--- src/rtl/cs_xbar_pkg.sv ---
package cs_xbar_pkg;

  typedef enum logic [1:0] {
    REG_NONE = 2'd0,
    REG_MASK = 2'd1,
    REG_STAT = 2'd2
  } reg_kind_e;

  // Word-aligned decode: masks occupy words 0..n_src-1, status is word n_src.
  function automatic reg_kind_e decode_addr(input logic [15:0] addr, input int unsigned n_src);
    if (addr[1:0] != 2'b00)                 return REG_NONE;
    if (int'(addr[15:2]) < int'(n_src))     return REG_MASK;
    if (int'(addr[15:2]) == int'(n_src))    return REG_STAT;
    return REG_NONE;
  endfunction

endpackage

--- src/rtl/cs_xbar_regs.sv ---
module cs_xbar_regs
  import cs_xbar_pkg::*;
#(
  parameter int N_SRC  = 10,
  parameter int N_PIN  = 21,
  parameter int ADDR_W = 8,
  parameter int DATA_W = 32
) (
  input  logic                        clk_i,
  input  logic                        rst_ni,
  input  logic [ADDR_W-1:0]           addr_i,
  input  logic                        wr_i,
  input  logic [DATA_W-1:0]           wdata_i,
  input  logic                        conflict_i,
  output logic [N_SRC-1:0][N_PIN-1:0] mask_o,
  output logic                        clr_o,
  output logic [DATA_W-1:0]           rdata_o
);

  localparam int IDX_W = ADDR_W - 2;

  reg_kind_e        kind;
  logic [IDX_W-1:0] idx;

  assign kind = decode_addr(16'(addr_i), N_SRC);
  assign idx  = addr_i[ADDR_W-1:2];

  for (genvar s = 0; s < N_SRC; s++) begin : g_mask
    always_ff @(posedge clk_i or negedge rst_ni) begin
      if (!rst_ni)
        mask_o[s] <= '1;
      else if (wr_i && kind == REG_MASK && idx == IDX_W'(s))
        mask_o[s] <= wdata_i[N_PIN-1:0];
    end
  end

  assign clr_o = wr_i && (kind == REG_STAT) && wdata_i[0];

  always_comb begin
    rdata_o = '0;
    case (kind)
      REG_MASK: begin
        for (int s = 0; s < N_SRC; s++)
          if (idx == IDX_W'(s)) rdata_o[N_PIN-1:0] = mask_o[s];
      end
      REG_STAT: rdata_o[0] = conflict_i;
      default:  rdata_o = '0;
    endcase
  end

endmodule

--- src/rtl/cs_xbar_route.sv ---
module cs_xbar_route #(
  parameter int N_SRC = 10,
  parameter int N_PIN = 21
) (
  input  logic [N_SRC-1:0][N_PIN-1:0] mask_i,
  input  logic [N_SRC-1:0]            cs_n_i,
  output logic [N_PIN-1:0]            pin_n_o
);

  for (genvar p = 0; p < N_PIN; p++) begin : g_pin
    logic [N_SRC-1:0] unmapped;
    always_comb
      for (int s = 0; s < N_SRC; s++) unmapped[s] = mask_i[s][p];
    // Unmapped sources are forced high so they drop out of the AND.
    assign pin_n_o[p] = &(cs_n_i | unmapped);
  end

endmodule

--- src/rtl/cs_xbar_conflict.sv ---
module cs_xbar_conflict #(
  parameter int N_SRC = 10,
  parameter int N_PIN = 21
) (
  input  logic                        clk_i,
  input  logic                        rst_ni,
  input  logic [N_SRC-1:0][N_PIN-1:0] mask_i,
  input  logic                        clr_i,
  output logic                        conflict_o
);

  logic [N_PIN-1:0] multi;

  for (genvar p = 0; p < N_PIN; p++) begin : g_pin
    logic [N_SRC-1:0] sel;
    always_comb
      for (int s = 0; s < N_SRC; s++) sel[s] = ~mask_i[s][p];
    // More than one bit set: clearing the lowest set bit leaves something.
    assign multi[p] = |(sel & (sel - 1'b1));
  end

  always_ff @(posedge clk_i or negedge rst_ni) begin
    if (!rst_ni)         conflict_o <= 1'b0;
    else if (|multi)     conflict_o <= 1'b1;
    else if (clr_i)      conflict_o <= 1'b0;
  end

endmodule

--- src/rtl/cs_xbar.sv ---
module cs_xbar #(
  parameter int N_CTRL = 5,
  parameter int N_CS   = 2,
  parameter int N_PIN  = 21,
  parameter int ADDR_W = 8,
  parameter int DATA_W = 32
) (
  input  logic                   clk_i,
  input  logic                   rst_ni,
  input  logic [ADDR_W-1:0]      bus_addr_i,
  input  logic                   bus_wr_i,
  input  logic [DATA_W-1:0]      bus_wdata_i,
  output logic [DATA_W-1:0]      bus_rdata_o,
  input  logic [N_CTRL*N_CS-1:0] cs_n_i,
  output logic [N_PIN-1:0]       pin_n_o,
  output logic                   conflict_o
);

  localparam int N_SRC = N_CTRL * N_CS;

  logic [N_SRC-1:0][N_PIN-1:0] mask_q;
  logic                        clr;

  cs_xbar_regs #(
    .N_SRC(N_SRC), .N_PIN(N_PIN), .ADDR_W(ADDR_W), .DATA_W(DATA_W)
  ) u_regs (
    .clk_i      (clk_i),
    .rst_ni     (rst_ni),
    .addr_i     (bus_addr_i),
    .wr_i       (bus_wr_i),
    .wdata_i    (bus_wdata_i),
    .conflict_i (conflict_o),
    .mask_o     (mask_q),
    .clr_o      (clr),
    .rdata_o    (bus_rdata_o)
  );

  cs_xbar_route #(.N_SRC(N_SRC), .N_PIN(N_PIN)) u_route (
    .mask_i  (mask_q),
    .cs_n_i  (cs_n_i),
    .pin_n_o (pin_n_o)
  );

  cs_xbar_conflict #(.N_SRC(N_SRC), .N_PIN(N_PIN)) u_conflict (
    .clk_i      (clk_i),
    .rst_ni     (rst_ni),
    .mask_i     (mask_q),
    .clr_i      (clr),
    .conflict_o (conflict_o)
  );

endmodule

--- config.mk ---
export PLATFORM = sky130hd
export DESIGN_NAME = cs_xbar
export DESIGN_NICKNAME = d
export VERILOG_FILES = /design/src/rtl/cs_xbar_pkg.sv /design/src/rtl/cs_xbar_regs.sv /design/src/rtl/cs_xbar_route.sv /design/src/rtl/cs_xbar_conflict.sv /design/src/rtl/cs_xbar.sv
export SDC_FILE = /design/constraint.sdc
export NUM_CORES = 1
export LEC_CHECK = 0
export BUFFER_PORTS_ARGS = -buffer_cell sky130_fd_sc_hd__buf_2
export CAP_MARGIN = 20
export CORE_ASPECT_RATIO = 1.1
export CORE_MARGIN = 2
export CORE_UTILIZATION = 40
export DETAILED_ROUTE_END_ITERATION = 10
export GPL_ROUTABILITY_DRIVEN = 0
export SLEW_MARGIN = 15
export SYNTH_ARGS = -nofsm -noshare
export SYNTH_HDL_FRONTEND = slang
export SYNTH_SLANG_ARGS = --single-unit
--- constraint.sdc ---
create_clock -name clk_i -period 2.6 [get_ports clk_i]
set_input_delay 0.13 -clock clk_i [delete_from_list [all_inputs] [get_ports clk_i]]
set_output_delay 0.13 -clock clk_i [all_outputs]
set_load 0.02 [all_outputs]
==> results by group <==
Yosys
  • Mean instance size in the synthesized netlist: 10.92 um^2
  • Post-Synthesis Cells: 1128
  • Post-synth top area share: 0.4478
  • Largest area contributor in the netlist: sky130_fd_sc_hd__dfstp_2
  • Number of unique standard cell types used by synthesis: 57
  • Sequential element share of the synthesized area: 0.4498
  • Total number of yosys warnings: 0
  • Share of synthesized flip-flops with an asynchronous set or reset: 1.000
  • Primary flip-flop cell chosen by synthesis mapping: sky130_fd_sc_hd__dfstp_2
  • Number of synthesized register bits: 211
  • Synth area leaders: sky130_fd_sc_hd__dfstp_2, sky130_fd_sc_hd__mux2_2, sky130_fd_sc_hd__o22ai_1
  • Number of synthesized flops with an enable pin: 0
  • Mapped cell area: 0.01232 mm^2

Clock tree
  • Clock latency of the later-clocked register in the worst-skew pair: 550 ps
  • H-tree level count: 1
  • Clock tree from TritonCTS: built
  • Worst-case clock buffer depth: 3
  • Sinks on Clock Net: 211
  • Clock-pin slew on the worst setup and hold paths: 60 ps
  • Cts bufs inserted: 25
  • Root cell of the clock tree: sky130_fd_sc_hd__clkbuf_16

Placed design
  • Final HPWL from detailed placement: 34270 um
  • Cell count after placement: 1624
  • Count of buffers inserted at the top-level ports: 84

Power
  • Pleak: 5.482 nW
  • Peak VDD IR: 0.0003326 V
  • Power density over cell area: 487.4 mW/mm^2

Floorplan
  • Width of the die: 171.4 um
  • Area enclosed by the die boundary: 0.03223 mm^2
  • DIE HEIGHT: 188.1 um
  • Starting utilization of the core area: 0.4050
  • Total number of placement rows: 67
  • Core box area: 0.03043 mm^2
  • I/O pin count: 107

Layout
  • Diode count: 0
  • Synthesis-to-finish area growth: 19.13%
  • Total Nets Final: 1310
  • Final design utilization: 0.4824
  • Count of fill cells added during filler insertion: 2832
  • Layout cell share with drive strength beyond 1: 0.5063
  • Final cell count without fillers: 1684

STA
  • Max Clock Freq: 407.7 MHz
  • Max-slew violation count: 0
  • Worst setup skew after layout: 24.25 ps
  • Max-slew headroom at the worst pin: 0.5007
  • Minimum clock period: 2453 ps
  • Final-report hold violation count: 0
  • Setup repair after global routing missed its margin: false
  • Setup-failing EPs final: 0
  • Post-route setup TNS: 0 ps
  • Portion of the clock cycle consumed by the worst path in the final layout: 0.9434
  • Worst-Margin Slew: 749.0 ps

Routing
  • Routed wire length: 51640 um
  • Wire per inst: 30.67 um
  • Average via count per standard cell: 7.011
  • DRC errors left: 0
  • DRC violation total after the first TritonRoute iteration: 1894
  • Total via count in the routed design: 11810
  • Pre-antenna DRT Iters: 9
  • Detail Route Antenna Nets: 0

Run
  • Max Cap Violations: 0

Global routing
  • Global-route wire length before repair: 75370 um
  • Via count of the first global-routing pass: 11130
  • Grt total ovfl: 0
  • Pin count of the biggest net entering global routing: 76
  • Number of antenna violations at the first check in global routing: 1
  • All-Layer GR Usage: 0.3175

Worst setup path
  • WP data required: 2470 ps
  • Crit path largest cell delay: 710 ps
  • Type of the worst setup path: input port to output port
  • Ordered list of cells on the worst path: buf_2, or4b_1, nor3_2, buf_12, a22oi_1, nand3_1, a211oi_1, nor3_1, buf_2
  • Highest net fanout along the worst path: 21
  • Slowest stage cell on the critical path: sky130_fd_sc_hd__or4b_1
  • Critical Path Sink Type: output port
  • Critical Path AT: 2320 ps
  • Nature of the critical path startpoint: input port
  • Cell repeated most along the worst path: sky130_fd_sc_hd__buf_2

Status
  • Status: completed

Min path
  • Worst min path class: input port to register
layout make-up:
| class | count | area (um^2) | share of cell area |
|---|---|---|---|
| well taps | 414 | 518.0 | 0.03529 |
| repair buffers | 178 | 1423 | 0.09691 |
| clock buffers | 34 | 689.4 | 0.04696 |
| multi-input cells | 840 | 6466 | 0.4405 |
| flip-flops and latches | 211 | 5543 | 0.3776 |
| inverters | 1 | 3.754 | 0.0002557 |
| clock inverters | 6 | 37.54 | 0.002557 |
synth_stat cells (4+ instances only):
cell type	instances
sky130_fd_sc_hd__o21ai_0	10
sky130_fd_sc_hd__o22ai_1	118
sky130_fd_sc_hd__a41oi_1	8
sky130_fd_sc_hd__or4_1	9
sky130_fd_sc_hd__and4_1	19
sky130_fd_sc_hd__mux2_2	209
sky130_fd_sc_hd__and3_1	22
sky130_fd_sc_hd__and2_1	4
sky130_fd_sc_hd__nor2_1	44
sky130_fd_sc_hd__buf_4	11
sky130_fd_sc_hd__a21oi_1	55
sky130_fd_sc_hd__nand3_1	24
sky130_fd_sc_hd__a222oi_1	17
sky130_fd_sc_hd__clkbuf_1	47
sky130_fd_sc_hd__dfstp_2	210
sky130_fd_sc_hd__nor4_1	22
sky130_fd_sc_hd__a31oi_1	40
sky130_fd_sc_hd__nor3_1	50
sky130_fd_sc_hd__nor4b_1	4
sky130_fd_sc_hd__a221oi_1	8
sky130_fd_sc_hd__a32oi_1	9
sky130_fd_sc_hd__nand4_1	10
sky130_fd_sc_hd__o22a_1	4
sky130_fd_sc_hd__o221ai_1	27
sky130_fd_sc_hd__a211oi_1	14
sky130_fd_sc_hd__buf_2	27
sky130_fd_sc_hd__nand2_1	17
sky130_fd_sc_hd__a22oi_1	44
worst paths after layout:
check | cells after the start | slack [ps] | to | from
min | 2 | 20 | u_regs.mask_o[202] | bus_wdata_i[13]
max reg2reg | 6 | 200 | u_conflict.conflict_o | u_regs.mask_o[40]
max | 9 | 150 | bus_rdata_o[11] | bus_addr_i[5]
min in group asynchronous | 2 | 480 | u_regs.mask_o[44] | rst_ni
min reg2reg | 2 | 550 | u_regs.mask_o[177] | u_regs.mask_o[177]
max in group asynchronous | 3 | 1580 | u_regs.mask_o[18] | rst_ni
registers in the layout (all words and copies together), names as in the netlist:
register and flops:
u_conflict.conflict_o 1, u_regs.mask_o 210
power breakdown:
| group | switching (W) | total, W | leakage (nW) | internal, W |
|---|---|---|---|---|
| combinational | 0.000342 | 0.000499 | 2.95 | 0.000157 |
| clock | 0.00141 | 0.00324 | 0.361 | 0.00183 |
| sequential | 0.0000561 | 0.00342 | 2.17 | 0.00336 |
cell families (layout without fill, tap and decap cells):
kind of cell | Yosys count | in the layout | synth area share
AOI/OAI and AO/OA | 371 | 371 | 0.2081
adders and majority gates | 1 | 1 | 0.0008123
buffers and inverters | 87 | 219 | 0.03290
DFF | 211 | 211 | 0.4498
muxes | 211 | 211 | 0.1946
other | 1 | 11 | 0.0003043
and+or+nand+nor | 246 | 246 | 0.1134
critical path: cells and delay by family:
kind / cells / cell delay (ps)
AND/OR/NAND/NOR: 4 / 1360
AO/OA/AOI/OAI: 2 / 180
buffers and inverters: 3 / 620
cells in the final DEF, fill, tap and decap left out, drive strengths merged, types with 2 or more instances in the layout:
| cell | n |
|---|---|
| nor4 | 22 |
| dlygate4sd3 | 20 |
| a41oi | 8 |
| o22a | 4 |
| a211oi | 14 |
| nand4 | 10 |
| and3 | 25 |
| and4 | 23 |
| a31oi | 40 |
| a221oi | 8 |
| nand3 | 24 |
| a211o | 2 |
| nor4b | 4 |
| nand2 | 17 |
| mux2 | 209 |
| o22ai | 118 |
| inv | 2 |
| clkbuf | 35 |
| a32oi | 9 |
| a31o | 3 |
| nand3b | 2 |
| conb | 11 |
| o2111ai | 2 |
| a222oi | 17 |
| nor3 | 50 |
| or2 | 2 |
| a22oi | 44 |
| a2111oi | 2 |
| or4 | 9 |
| o211a | 3 |
| o221ai | 27 |
| or3 | 2 |
| clkinv | 5 |
| a21oi | 55 |
| dfstp | 210 |
| mux4 | 2 |
| and2 | 5 |
| o21ai | 10 |
| nor2 | 46 |
| buf | 157 |
through the flow:
| step | power [W] | hold WS (ps) | setup WS (ps) | instance area [um^2] |
|---|---|---|---|---|
| floorplan | 0.003641 | -165.6 | 265.9 | 12360 |
| global placement | 0.003910 | 430.7 | 131.1 | 13740 |
| detailed placement | 0.003916 | 439.6 | 131.5 | 13740 |
| CTS | 0.007166 | 12.46 | 141.3 | 14670 |
| global route | 0.007373 | 17.01 | 51.78 | 14680 |
| finish | 0.007156 | 15.90 | 147.2 | 14680 |
per-layer routing:
layer,vias to the layer above,share of wire,global-route usage
li1,4851,-,-
met1,5765,0.38,0.4279
met2,918,0.43,0.4822
met3,271,0.11,0.05720
met4,2,0.072,0.1744
met5,-,0.00023,0
timing repair:
| action | 4_1_cts | 5_1_grt |
|---|---|---|
| gates resized for setup | 0 | 2 |
| buffers inserted | 0 | 0 |
| hold buffers | 20 | 0 |
| setup endpoints to repair | 0 | 1 |
| endpoints found under the hold margin | 253 | 0 |
Power figures use the tool's default switching activity.
